## src/rtl/txd_enc_pkg.sv

```systemverilog
package txd_enc_pkg;

    typedef enum logic {
        LINE_NRZ = 1'b0,
        LINE_PWM = 1'b1
    } line_mode_e;

    localparam int unsigned TXD_CNT_W_DEFAULT = 8;
    localparam int unsigned TXD_MIN_PERIOD    = 2;

endpackage

```

## src/rtl/txd_cfg_clamp.sv

```systemverilog
// Turns raw timing inputs into the last counter index and the low-phase length
// of one symbol, both already limited to legal values.
module txd_cfg_clamp #(
    parameter int unsigned W = 8
) (
    input  logic [W-1:0] period_i,
    input  logic [W-1:0] hi0_i,
    input  logic [W-1:0] hi1_i,
    input  logic         bit_i,
    output logic [W-1:0] last_idx_o,
    output logic [W-1:0] low_len_o
);
    import txd_enc_pkg::*;

    localparam logic [W-1:0] MIN_P = W'(TXD_MIN_PERIOD);

    logic [W-1:0] pe;
    logic [W-1:0] hsel;
    logic [W-1:0] he;

    always_comb begin
        pe   = (period_i < MIN_P) ? MIN_P : period_i;
        hsel = bit_i ? hi1_i : hi0_i;
        if (hsel == '0) begin
            he = W'(1);
        end else if (hsel > pe - W'(1)) begin
            he = pe - W'(1);
        end else begin
            he = hsel;
        end
        last_idx_o = pe - W'(1);
        low_len_o  = pe - he;
    end
endmodule

```

## src/rtl/txd_sym_step.sv

```systemverilog
// Symbol counter stepping: accepts a strobe when idle or in the final cycle.
module txd_sym_step #(
    parameter int unsigned W = 8
) (
    input  logic         active_q,
    input  logic [W-1:0] cnt_q,
    input  logic [W-1:0] last_q,
    input  logic         strobe_i,
    output logic         accept_o,
    output logic         ending_o,
    output logic         active_d,
    output logic [W-1:0] cnt_d
);
    always_comb begin
        ending_o = active_q && (cnt_q == last_q);
        accept_o = strobe_i && (!active_q || ending_o);
        if (accept_o) begin
            active_d = 1'b1;
            cnt_d    = '0;
        end else if (ending_o) begin
            active_d = 1'b0;
            cnt_d    = '0;
        end else if (active_q) begin
            active_d = 1'b1;
            cnt_d    = cnt_q + W'(1);
        end else begin
            active_d = 1'b0;
            cnt_d    = '0;
        end
    end
endmodule

```

## src/rtl/txd_wave_gen.sv

```systemverilog
// Pin level for one position inside a symbol, per coding.
module txd_wave_gen #(
    parameter int unsigned W = 8
) (
    input  txd_enc_pkg::line_mode_e mode_i,
    input  logic                    active_i,
    input  logic                    bit_i,
    input  logic [W-1:0]            cnt_i,
    input  logic [W-1:0]            low_len_i,
    output logic                    level_o
);
    import txd_enc_pkg::*;

    always_comb begin
        if (!active_i) begin
            level_o = 1'b1;
        end else if (mode_i == LINE_PWM) begin
            level_o = (cnt_i >= low_len_i);
        end else begin
            level_o = bit_i;
        end
    end
endmodule

```

## src/rtl/txd_line_encoder.sv

```systemverilog
module txd_line_encoder #(
    parameter int unsigned W = txd_enc_pkg::TXD_CNT_W_DEFAULT
) (
    input  logic         clk,
    input  logic         rst_n,
    input  logic         bit_strobe,
    input  logic         bit_value,
    input  logic         fast_req,
    input  logic [W-1:0] cfg_period,
    input  logic [W-1:0] cfg_hi0,
    input  logic [W-1:0] cfg_hi1,
    output logic         txd
);
    import txd_enc_pkg::*;

    typedef struct packed {
        logic       active;
        line_mode_e mode;
        logic       bitv;
        logic [W-1:0] cnt;
        logic [W-1:0] last;
        logic [W-1:0] low_len;
        logic       txd;
    } enc_state_t;

    enc_state_t st_d, st_q;

    logic         accept;
    logic         ending;
    logic         step_active_d;
    logic [W-1:0] step_cnt_d;
    logic [W-1:0] clamp_last;
    logic [W-1:0] clamp_low;
    logic         wave_level;

    txd_cfg_clamp #(.W(W)) u_clamp (
        .period_i   (cfg_period),
        .hi0_i      (cfg_hi0),
        .hi1_i      (cfg_hi1),
        .bit_i      (bit_value),
        .last_idx_o (clamp_last),
        .low_len_o  (clamp_low)
    );

    txd_sym_step #(.W(W)) u_step (
        .active_q (st_q.active),
        .cnt_q    (st_q.cnt),
        .last_q   (st_q.last),
        .strobe_i (bit_strobe),
        .accept_o (accept),
        .ending_o (ending),
        .active_d (step_active_d),
        .cnt_d    (step_cnt_d)
    );

    txd_wave_gen #(.W(W)) u_wave (
        .mode_i    (st_d.mode),
        .active_i  (st_d.active),
        .bit_i     (st_d.bitv),
        .cnt_i     (st_d.cnt),
        .low_len_i (st_d.low_len),
        .level_o   (wave_level)
    );

    // next-state computation
    always_comb begin
        st_d        = st_q;
        st_d.active = step_active_d;
        st_d.cnt    = step_cnt_d;
        if (accept) begin
            st_d.mode    = fast_req ? LINE_PWM : LINE_NRZ;
            st_d.bitv    = bit_value;
            st_d.last    = clamp_last;
            st_d.low_len = clamp_low;
        end else if (ending) begin
            st_d.mode = LINE_NRZ;
            st_d.bitv = 1'b1;
        end
        st_d.txd = wave_level;
    end

    always_ff @(posedge clk or negedge rst_n) begin
        if (!rst_n) begin
            st_q         <= '0;
            st_q.mode    <= LINE_NRZ;
            st_q.bitv    <= 1'b1;
            st_q.last    <= W'(1);
            st_q.low_len <= W'(1);
            st_q.txd     <= 1'b1;
        end else begin
            st_q <= st_d;
        end
    end

    assign txd = st_q.txd;

    logic         sym_active;
    logic         sym_pwm;
    logic [W-1:0] sym_cnt;
    logic [W-1:0] sym_last;
    assign sym_active = st_q.active;
    assign sym_pwm    = (st_q.mode == LINE_PWM);
    assign sym_cnt    = st_q.cnt;
    assign sym_last   = st_q.last;

endmodule

```

## config.mk

```make
export PLATFORM = sky130hd
export DESIGN_NAME = txd_line_encoder
export DESIGN_NICKNAME = d
export VERILOG_FILES = /design/src/rtl/txd_enc_pkg.sv /design/src/rtl/txd_cfg_clamp.sv /design/src/rtl/txd_sym_step.sv /design/src/rtl/txd_wave_gen.sv /design/src/rtl/txd_line_encoder.sv
export SDC_FILE = /design/constraint.sdc
export NUM_CORES = 1
export LEC_CHECK = 0
export BUFFER_PORTS_ARGS = -buffer_cell sky130_fd_sc_hd__buf_2
export CORE_ASPECT_RATIO = 0.9
export CORE_MARGIN = 8
export CORE_UTILIZATION = 55
export CTS_BUF_LIST = sky130_fd_sc_hd__clkbuf_4
export DETAILED_ROUTE_END_ITERATION = 12
export PLACE_DENSITY = 0.74
export SLEW_MARGIN = 20
export SYNTH_ARGS = -nofsm -noshare
export SYNTH_HDL_FRONTEND = slang
export SYNTH_SLANG_ARGS = --single-unit
```

## constraint.sdc

```tcl
create_clock -name clk -period 4.2 [get_ports clk]
set_input_delay 0.21 -clock clk [delete_from_list [all_inputs] [get_ports clk]]
set_output_delay 0.21 -clock clk [all_outputs]
set_load 0.01 [all_outputs]
```

==> out/qor.csv, run 1 <==
stage;metric;value;unit
yosys;Syn. warnings;0;
yosys;#FFs+latches synth;28;
floorplanning;chip height;77.4;um
critical_path;reg2reg path depth;13;
placed_design;hpwl dp;4380;um
clock_network;CTS tree;yes;
yosys;mux contribution to synthesized area;13.4;%
global_route;pin count of the biggest net entering global routing;30;
power_and_ir_drop;P_leak;1.55;nW
sta;setup TNS;-0.301;ns
yosys;Adder-Cell Fraction of Synth Area;14.2;%
routing;Detailed Route WL;5290;um
layout;fraction of layout cells with a size suffix above 1;37.8;%
routing;via count;2013;
yosys;most numerous cell in the Yosys netlist;nor2_1;
routing;drt pass-1 iters;4;
routing;DRC;0;
routing;Starting DRT DRC Count;168;
sta;max_slew headroom;60.5;%
placed_design;GPL Wtd Cong;0.941;
yosys;sequential area share after synthesis;30.6;%
yosys;post-synth top area share;26.0;%
yosys;area leader, netlist;dfrtp_1;
sta;Max Clock Freq;222;MHz
status;outcome;finished, violations left;
critical_path;WS Path Type;in -> reg;
routing;Final ANT Viol Nets;0;
status;failing checks;setup timing;
yosys;Post-Syn Nets;300;
sta;min cycle time layout;4.50;ns
sta;Final Cycle Share;107;%
critical_path;worst path arrival time;4.78;ns
layout;Filler cells;294;
yosys;post-synthesis compound-gate area fraction;12.5;%
sta;RSZ-0062 raised after global routing;yes;
placed_design;I/O Buffers;29;
sta;final setup fails;1;
global_route;number of global-route vias before repair;1929;
floorplanning;die area;6530;sq um
sta;max-slew violations;0;
clock_network;H-tree depth;1;
placed_design;pre-CTS setup slack;-0.781;ns
yosys;Area contributors post-synth;dfrtp_1, ha_1, mux2i_1;
yosys;most frequent cells after synthesis;nor2_1, dfrtp_1, ha_1;
worst_hold_path;Hold/Removal Path Class;in -> reg;
yosys;xor/xnor share of the synthesized area;9.11;%
global_route;grt total ovfl;0;
layout;Syn-to-layout area delta;30.6;%
global_route;first-pass GRT wire length;8870;um
critical_path;worst path required time;4.47;ns
worst_hold_path;worst hold stages;3;
clock_network;CTS Buf Count;3;
yosys;number of synthesized flops with an enable pin;0;
layout;final core utilization;74.5;%
yosys;Cells after Synth;247;
yosys;Synth Flop Type;dfrtp_1;
routing;Vias/cell;5.43;
clock_network;Max Root-Sink Buffers;2;
global_route;antenna violations before repair;0;
layout;n_diodes;0;
yosys;asr flop ratio synth;100;%
placed_design;dpl cells;361;
placed_design;Post-DP Area;2890;sq um
clock_network;CTS Root Cell;clkbuf_4;
yosys;Syn Std Cell Area;2310;sq um
yosys;largest family of logic cells by synthesized area;simple AND/OR/NAND/NOR gates;
floorplanning;initial core utilization;57.0;%
clock_network;Worst-path clk slew;0.15;ns
power_and_ir_drop;worst vdd ir;0.000403;V
clock_network;clock sinks;28;
yosys;Simple-Gate Fraction of Synth Area;16.3;%
clock_network;worst skew pair latency;0.33;ns
layout;Finished Cell Area;3010;sq um
flow_run;max-cap viol count;0;
floorplanning;row count;22;
routing;DR WL/cell;14.3;um
critical_path;Setup crit start kind;input port;
sta;slack of the critical path;-0.301;ns
yosys;Unique masters post-synth;43;
layout;final net count;377;
power_and_ir_drop;pwr/cell area;490;nW/um^2
layout;non-filler cells, final;371;
global_route;overall routing resource usage;16.1;%
floorplanning;I/O pins;30;
sta;clk_skew;0.00446;ns
floorplanning;Core ar.;4050;sq um
yosys;Post-Syn Area per Cell;9.34;sq um
sta;Hold Vio Cnt, Final;0;
critical_path;Worst setup EP type;register;
sta;Tightest Pin Transition;0.593;ns
critical_path;CP max FO;6;
floorplanning;chip width;84.3;um
==> sequential cells by signal, summed over array words and instances, names as in the netlist <==
name and count:
sym_active 1, sym_last 8, sym_pwm 1, sym_cnt 8, txd 1, st_q 9
==> layout by cell type, fill, tap and decap left out, types with 4 or more instances in the layout <==
| cell | instances |
|---|---|
| dfrtp_1 | 24 |
| nand2_1 | 20 |
| o21ai_0 | 13 |
| xnor2_1 | 7 |
| buf_4 | 52 |
| xor2_1 | 15 |
| mux2_2 | 11 |
| ha_1 | 19 |
| inv_1 | 10 |
| a21oi_1 | 6 |
| nand3_1 | 6 |
| nor2b_1 | 5 |
| o21ai_1 | 4 |
| dfstp_2 | 4 |
| buf_2 | 29 |
| nor2_1 | 26 |
| mux2i_1 | 16 |
==> per-stage QoR <==
| stage | power, mW | hold slack, ns |
|---|---|---|
| floorplan | 1.01 | -0.0856 |
| global placement | 1.24 | 0.252 |
| detailed placement | 1.28 | 0.249 |
| CTS | 1.48 | 0.185 |
| global route | 1.61 | 0.204 |
| finish | 1.48 | 0.190 |
==> logic make-up after synthesis <==
group           Yosys count
simple gates             78
buf+inv                  21
xor+xnor                 24
fa+ha+maj                26
compound gates           41
mux                      29
flops                    28
==> path summary, 6_finish.rpt <==
check | to | start | slack, ns
setup / recovery | txd$_DFF_PN1_ | cfg_period[5] | -0.30
hold / removal | sym_active$_DFF_PN0_ | bit_strobe | 0.19
setup reg to reg | txd$_DFF_PN1_ | sym_cnt[1]$_DFF_PN0_ | 0.88
hold reg to reg | st_q[2]$_DFF_PN0_ | st_q[2]$_DFF_PN0_ | 0.51
max in group asynchronous | sym_cnt[0]$_DFF_PN0_ | rst_n | 3.41
min in group asynchronous | sym_cnt[1]$_DFF_PN0_ | rst_n | 0.41
==> metal layers <==
| layer | vias up | share of wire (%) | track usage [%] |
|---|---|---|---|
| met2 | 46 | 44 | 25.5 |
| met3 | 6 | 6.9 | 4.38 |
| met4 | 0 | 1.1 | 2.76 |
| met5 | - | 0 | 0 |
| li1 | 1024 | - | - |
| met1 | 937 | 48 | 21.7 |
==> report_power, final <==
group	internal, mW	switching, mW	leakage [nW]
clock network	0.0965	0.0780	0.0279
registers	0.401	0.0910	0.338
logic	0.404	0.406	1.18
==> area by class of cell <==
class / instances / area (sq um) / share of cell area (%)
clock inverter: 1 / 30.0 / 0.996
multi-input combinational: 198 / 1610 / 53.4
clock buffer: 3 / 22.5 / 0.747
inverter: 11 / 41.3 / 1.37
timing repair buffer: 82 / 546 / 18.1
tap: 48 / 60.1 / 1.99
sequential: 28 / 706 / 23.4
==> worst max-delay path: stages <==
cell	delay, ns
buf_2	0.12
nor4_4	0.29
buf_4	0.16
a21o_1	0.13
buf_4	0.12
nor3_1	0.04
xnor2_1	0.29
ha_1	0.31
o21a_1	0.11
o31ai_1	0.06
a21oi_1	0.11
maj3_2	0.34
a22oi_4	0.25
mux2i_1	0.13
ha_2	0.20
fa_2	0.37
nor2b_1	0.14
o21ai_1	0.07
nand2b_1	0.10
a31oi_1	0.10
xnor2_1	0.15
mux2i_1	0.17
ha_2	0.30
o21a_1	0.18
a211oi_2	0.23
o21ai_1	0.09
==> timing repair <==
action                                 CTS  global route
gates resized for setup                  5             1
pin swaps                                8             0
endpoints found under the hold margin   24             0
cloned                                   0             0
hold buffers                             1             0
setup buffers                            5             0
setup endpoints to repair                1             2
Note: power is estimated with default switching activity, not from simulation.
==> inputs of run 2 (changes only) <==
--- a/config.mk
+++ b/config.mk
@@ -8,10 +8,10 @@
 export BUFFER_PORTS_ARGS = -buffer_cell sky130_fd_sc_hd__buf_2
 export CORE_ASPECT_RATIO = 0.9
 export CORE_MARGIN = 8
-export CORE_UTILIZATION = 55
+export CORE_UTILIZATION = 45
 export CTS_BUF_LIST = sky130_fd_sc_hd__clkbuf_4
 export DETAILED_ROUTE_END_ITERATION = 12
-export PLACE_DENSITY = 0.74
+export PLACE_DENSITY = 0.63
 export SLEW_MARGIN = 20
 export SYNTH_ARGS = -nofsm -noshare
 export SYNTH_HDL_FRONTEND = slang
==> out/qor.csv, run 2 (synthesis gave the netlist of run 1 again) <==
stage;metric;value;unit;change
critical_path;FF-to-FF setup slack;1.02;ns;+0.14 ns
routing;via count;1940;;-3.6%
critical_path;reg-to-reg startpoint;sym_cnt[0]$_DFF_PN0_;;
routing;DR WL/cell;14.8;um;+3.8%
layout;most common cell after layout, fill and taps aside;buf_4;;
flow_run;max-cap viol count;0;;unchanged
layout;max reg flops;9;;unchanged
power_and_ir_drop;pwr/cell area;468;nW/um^2;-4.4%
routing;DRC;0;;unchanged
worst_hold_path;worst hold stages;3;;unchanged
worst_hold_path;hold worst-path end;sym_active$_DFF_PN0_;;
clock_network;Worst-path clk slew;0.15;ns;about the same
layout;Finished Cell Area;3070;sq um;+1.9%
critical_path;CP max FO;5;;-1
layout;final net count;368;;-2.4%
layout;commonest non-fill, non-tap cells in the layout;buf_4, buf_2, nor2_1;;
sta;slack of the critical path;-0.308;ns;-0.00696 ns
status;outcome;finished, violations left;;
routing;Final ANT Viol Nets;0;;unchanged
clock_network;worst skew pair latency;0.32;ns;about the same
sta;clk_skew;0.0143;ns;+0.00987 ns
global_route;pin count of the biggest net entering global routing;29;;-3.3%
layout;fraction of layout cells with a size suffix above 1;39.6;%;+1.8 points
power_and_ir_drop;worst vdd ir;0.000296;V;-27%
clock_network;clock sinks;28;;unchanged
routing;Vias/cell;5.13;;-5.4%
clock_network;H-tree depth;1;;unchanged
clock_network;CTS Buf Count;3;;unchanged
floorplanning;row count;24;;+9.1%
floorplanning;chip height;83.9;um;+8.4%
placed_design;I/O Buffers;29;;unchanged
critical_path;WS Path Type;in -> reg;;
floorplanning;Core ar.;4890;sq um;+21%
layout;Syn-to-layout area delta;33.1;%;
placed_design;GPL Wtd Cong;0.824;;-12%
routing;Detailed Route WL;5600;um;+5.8%
global_route;grt total ovfl;0;;unchanged
sta;Tightest Pin Transition;0.631;ns;+0.0387 ns
placed_design;hpwl dp;4420;um;+0.87%
floorplanning;die area;7680;sq um;+18%
clock_network;CTS tree;yes;;
critical_path;worst path required time;4.46;ns;about the same
global_route;overall routing resource usage;14.8;%;-1.3 points
sta;Final Cycle Share;107;%;+0.17 points
routing;drt pass-1 iters;4;;unchanged
sta;RSZ-0062 raised after global routing;yes;;
sta;max-slew violations;0;;unchanged
worst_hold_path;critical hold path startpoint;bit_strobe;;
sta;final setup fails;1;;unchanged
critical_path;worst path arrival time;4.77;ns;about the same
global_route;first-pass GRT wire length;9500;um;+7.2%
routing;Starting DRT DRC Count;84;;-50%
floorplanning;chip width;91.5;um;+8.5%
placed_design;Post-DP Area;2860;sq um;-1.1%
status;failing checks;setup timing;;
power_and_ir_drop;post-layout power;1.44;mW;-2.6%
clock_network;Max Root-Sink Buffers;2;;unchanged
floorplanning;I/O pins;30;;unchanged
layout;n_diodes;0;;unchanged
sta;max_slew headroom;57.9;%;-2.6 points
layout;Biggest register;st_q;;
critical_path;Worst setup EP type;register;;
layout;Filler cells;389;;+32%
critical_path;reg2reg path depth;12;;-1
power_and_ir_drop;P_leak;1.52;nW;-1.4%
worst_hold_path;Hold/Removal Path Class;in -> reg;;
sta;Hold Vio Cnt, Final;0;;unchanged
critical_path;Setup crit start kind;input port;;
global_route;number of global-route vias before repair;1982;;+2.7%
clock_network;CTS Root Cell;clkbuf_4;;
sta;min cycle time layout;4.51;ns;+0.00696 ns
floorplanning;initial core utilization;47.1;%;-9.9 points
global_route;antenna violations before repair;0;;unchanged
sta;Max Clock Freq;222;MHz;-0.15%
critical_path;RR Endpoint;txd$_DFF_PN1_;;
## run 2: cell types whose count changed in the layout (fill, tap and decap cells not counted), sizes merged
cell	before	now
buf	81	72
bufinv	1	0
## run 2: worst max-delay path, cell delays in order
cell and delay [ns]:
buf_6 0.10, nor4_4 0.27, buf_4 0.15, a21o_1 0.14, inv_2 0.06, ha_4 0.28
ha_4 0.20, nor2b_1 0.12, o31ai_1 0.27, a21oi_1 0.13, maj3_2 0.35, a22oi_4 0.25
mux2i_1 0.25, ha_1 0.25, nor2b_1 0.14, o21ai_2 0.18, a21oi_2 0.09, nor2_1 0.14
xnor2_1 0.15, mux2i_1 0.11, ha_1 0.33, a211oi_2 0.18, o21ai_1 0.10, a211oi_2 0.22
o21ai_1 0.09
## run 2: power by group
part	total [mW]	internal (mW)	switching, mW
combinational	0.838	0.410	0.427
clock	0.109	0.0336	0.0750
sequential	0.493	0.401	0.0916
## run 2: final cells by class
cell class / instances / area (sq um) / area share (%)
clock buffer: 3 / 22.5 / 0.733
inverter: 11 / 41.3 / 1.34
multi-input combinational: 198 / 1720 / 56.1
sequential: 28 / 706 / 23.0
tap: 65 / 81.3 / 2.65
timing repair buffer: 73 / 498 / 16.2
## run 2: worst max-delay path by stage
stage	slack, ns	from	depth (start not counted)	to
after detailed placement	-0.75	cfg_period[2]	26	txd$_DFF_PN1_
final	-0.31	cfg_period[4]	25	txd$_DFF_PN1_
after CTS	-0.22	cfg_period[5]	26	txd$_DFF_PN1_
after global routing	-0.58	cfg_period[4]	25	txd$_DFF_PN1_
after floorplan	-0.30	cfg_period[2]	26	txd$_DFF_PN1_
after global placement	-0.78	cfg_period[2]	25	txd$_DFF_PN1_
## run 2: metal layers
layer / wire length, um / vias to the layer above / global-route usage (%)
met5: 0 / - / 0
li1: - / 1000 / -
met3: 137 / 4 / 1.98
met2: 2600 / 21 / 22.4
met4: 87 / 0 / 3.42
met1: 2780 / 915 / 21.5
## run 2: timing repair
action | CTS | global route
gates cloned | 0 | 0
hold buffers | 1 | 0
resized for setup | 13 | 18
pin swaps | 17 | 21
setup buffers | 1 | 2
hold endpoints to repair | 24 | 0
setup endpoints to repair | 1 | 1
## run 2: metrics by stage
step | TNS [ns] | utilization [%] | worst slack, ns | std cells | hold slack (ns)
floorplan | -0.300 | - | -0.300 | 247 | -0.0856
global placement | -1.00 | 58.4 | -0.778 | 371 | 0.260
detailed placement | -0.965 | 58.4 | -0.753 | 371 | 0.268
CTS | -0.218 | 60.3 | -0.218 | 376 | 0.182
global route | -0.583 | 62.8 | -0.583 | 378 | 0.201
finish | -0.308 | 62.8 | -0.308 | 378 | 0.190
==> inputs of run 3 (changes only) <==
--- a/config.mk
+++ b/config.mk
@@ -11,8 +11,9 @@
 export CORE_UTILIZATION = 45
 export CTS_BUF_LIST = sky130_fd_sc_hd__clkbuf_4
 export DETAILED_ROUTE_END_ITERATION = 12
-export PLACE_DENSITY = 0.63
+export PLACE_DENSITY = 0.62
 export SLEW_MARGIN = 20
 export SYNTH_ARGS = -nofsm -noshare
 export SYNTH_HDL_FRONTEND = slang
+export SYNTH_HIERARCHICAL = 1
 export SYNTH_SLANG_ARGS = --single-unit
==> out/qor.csv, run 3 <==
stage;metric;value;unit;change
power_and_ir_drop;Psw;0.659;mW;+11%
routing;DR WL/cell;16.3;um;+9.9%
yosys;sequential area share after synthesis;28.5;%;-2.1 points
power_and_ir_drop;Sw Ratio;38.6;%;-2.7 points
yosys;post-synth top area share;24.2;%;-1.8 points
critical_path;CP peak stage delay;0.33;ns;-0.02 ns
critical_path;Setup crit start kind;input port;;
power_and_ir_drop;post-layout power;1.71;mW;+19%
yosys;Unique masters post-synth;50;;+16%
global_route;number of global-route vias before repair;2368;;+19%
yosys;Syn. warnings;6;;+6
yosys;asr flop ratio synth;100;%;unchanged
layout;Finished Cell Area;3520;sq um;+15%
sta;Max Clock Freq;212;MHz;-4.4%
power_and_ir_drop;worst vdd ir;0.000307;V;+3.6%
routing;Detailed Route WL;7090;um;+26%
global_route;grt total ovfl;0;;unchanged
routing;via count;2255;;+16%
worst_hold_path;Hold/Removal Path Class;in -> reg;;
global_route;pin count of the biggest net entering global routing;29;;unchanged
critical_path;slowest stage cell, crit path;fa_2;;
layout;multi-input logic area;1810;sq um;+5.0%
sta;Hold WS;0.160;ns;-0.0306 ns
global_route;overall routing resource usage;17.5;%;+2.7 points
yosys;Post-Syn Area per Cell;9.43;sq um;+0.94%
sta;min cycle time layout;4.71;ns;+0.207 ns
sta;max-slew violations;0;;unchanged
global_route;antenna violations before repair;0;;unchanged
critical_path;Worst setup EP type;register;;
power_and_ir_drop;Comb pwr share;60.5;%;+2.3 points
yosys;Syn Std Cell Area;2480;sq um;+7.5%
placed_design;I/O Buffers;29;;unchanged
layout;fraction of layout cells with a size suffix above 1;48.4;%;+8.8 points
yosys;Post-Syn Nets;316;;+5.3%
sta;clk_skew;0.0136;ns;-0.000685 ns
routing;Final ANT Viol Nets;0;;unchanged
power_and_ir_drop;Clk network pwr share;10.6;%;+3.1 points
floorplanning;row count;25;;+4.2%
clock_network;clock sinks;28;;unchanged
layout;commonest non-fill, non-tap cells in the layout;buf_4, buf_2, dfrtp_1;;
yosys;most numerous cell in the Yosys netlist;inv_1;;
yosys;number of synthesized flops with an enable pin;0;;unchanged
layout;n_diodes;0;;unchanged
layout;Biggest register;st_q;;
flow_run;max-cap viol count;0;;unchanged
sta;final setup fails;1;;unchanged
layout;final net count;422;;+15%
critical_path;CP max FO;3;;-2
yosys;#FFs+latches synth;28;;unchanged
status;outcome;finished, violations left;;
floorplanning;chip height;86.4;um;+3.0%
critical_path;reg2reg path depth;12;;unchanged
critical_path;worst path required time;4.47;ns;about the same
sta;Final Cycle Share;112;%;+4.9 points
sta;Hold Vio Cnt, Final;0;;unchanged
layout;Filler cells;427;;+9.8%
yosys;Cells after Synth;263;;+6.5%
floorplanning;chip width;94.3;um;+3.0%
global_route;first-pass GRT wire length;11400;um;+20%
yosys;Area contributors post-synth;dfrtp_1, ha_1, mux2_4;;
status;failing checks;setup timing;;
power_and_ir_drop;Sequential Power Share;28.9;%;-5.3 points
critical_path;WS Path Type;in -> reg;;
routing;Starting DRT DRC Count;80;;-4.8%
routing;drt pass-1 iters;6;;+2
clock_network;worst skew pair latency;0.34;ns;+0.02 ns
floorplanning;initial core utilization;46.9;%;-0.23 points
placed_design;GPL Wtd Cong;0.900;;+9.2%
layout;most common cell after layout, fill and taps aside;buf_4;;
critical_path;worst path arrival time;4.99;ns;+0.22 ns
yosys;area leader, netlist;dfrtp_1;;
clock_network;CTS Buf Count;3;;unchanged
placed_design;pre-CTS setup slack;-1.07;ns;-0.318 ns
clock_network;Worst-path clk slew;0.17;ns;+0.02 ns
sta;Tightest Pin Transition;0.609;ns;-0.0222 ns
layout;max reg flops;9;;unchanged
clock_network;CTS Root Cell;clkbuf_4;;
sta;slack of the critical path;-0.515;ns;-0.207 ns
placed_design;Post-DP Area;3200;sq um;+12%
floorplanning;Core ar.;5290;sq um;+8.0%
clock_network;CTS tree;yes;;
power_and_ir_drop;cell-internal power;1.05;mW;+24%
yosys;Synth Flop Type;dfrtp_1;;
floorplanning;I/O pins;30;;unchanged
layout;Syn-to-layout area delta;42.1;%;
worst_hold_path;worst hold stages;3;;unchanged
routing;DRC;0;;unchanged
routing;Vias/cell;5.18;;+1.0%
placed_design;dpl cells;418;;+13%
layout;non-filler cells, final;435;;+15%
placed_design;hpwl dp;5320;um;+20%
sta;RSZ-0062 raised after global routing;yes;;
clock_network;H-tree depth;1;;unchanged
yosys;most frequent cells after synthesis;inv_1, dfrtp_1, ha_1;;
layout;Sequential Area;706;sq um;unchanged
clock_network;Max Root-Sink Buffers;2;;unchanged
power_and_ir_drop;pwr/cell area;485;nW/um^2;+3.4%
floorplanning;die area;8150;sq um;+6.1%
power_and_ir_drop;P_leak;1.68;nW;+10%
sta;max_slew headroom;59.4;%;+1.5 points
## run 3: changes by cell type after synthesis, moves of 9 or more
cell	before	now
mux2_4	1	16
inv_1	11	25
mux2i_1	17	5
xor2_1	16	5
xnor2_1	8	18
o21ai_0	18	9
## run 3: final cells by class
type                            instances  area share [%]
Timing Repair Buffer                  110            22.1
Inverter                               25            2.66
Tap cell                               67            2.38
Clock buffer                            3           0.639
Clock inverter                          1           0.852
Sequential cell                        28            20.0
Multi-Input combinational cell        201            51.3
## run 3: layer usage
layer	track usage, %	part of all wire (%)
met1	23.7	48
met2	28.8	48
met3	2.16	3.1
met4	3.74	0.92
met5	0	0
## run 3: final timing paths
check / from / to / slack (ns)
max reg2reg: sym_last[0]$_DFFE_PN1P_ / txd$_DFF_PN1_ / 1.04
max in group asynchronous: rst_n / st_q[6]$_DFF_PN0_ / 3.41
min in group asynchronous: rst_n / sym_last[6]$_DFFE_PN0P_ / 0.38
min reg2reg: st_q[3]$_DFF_PN0_ / st_q[3]$_DFF_PN0_ / 0.52
min: fast_req / sym_pwm$_DFF_PN0_ / 0.16
max: cfg_period[4] / txd$_DFF_PN1_ / -0.51
## run 3: worst max-delay path: cells and delay by family
family          cells  cell delay (ns)
compound gates      9             1.67
fa+ha+maj           5             1.25
simple gates        7             0.88
buf+inv             6             0.51
xor+xnor            2             0.26
mux                 1             0.17
## run 3: through the flow
stage	util [%]	setup TNS (ns)
5_1_grt	66.7	-0.752
2_1_floorplan	-	-0.668
6_report	66.7	-0.515
3_5_place_dp	60.5	-2.19
3_3_place_gp	60.5	-2.04
4_1_cts	65.2	-0.446
## run 3: what timing repair did
item                       CTS  global route
pin swaps                   26            26
hold endpoints to repair    24             0
gates resized for setup     25            15
buffers inserted            10             2
setup endpoints to repair    1             4
hold buffers                 1             0
## run 3: cell families (layout without fill, tap and decap cells)
group,after synthesis,after routing,share of synthesized area (%)
AOI/OAI and AO/OA,46,46,13.7
xor gates and xnor gates,23,23,8.12
adders and majority gates,24,24,12.4
buffers and inverters,34,139,5.80
DFF,28,28,28.5
muxes,26,26,14.0
and+or+nand+nor,82,82,17.5
## run 3: power by group through the flow
| stage | registers [mW] | clock network, mW | logic, mW |
|---|---|---|---|
| after floorplan | 0.476 | 0 | 0.646 |
| after global placement | 0.496 | 0 | 0.890 |
| after detailed placement | 0.499 | 0 | 0.912 |
| after CTS | 0.494 | 0.185 | 0.984 |
| after global routing | 0.509 | 0.198 | 1.14 |
| final | 0.493 | 0.182 | 1.03 |
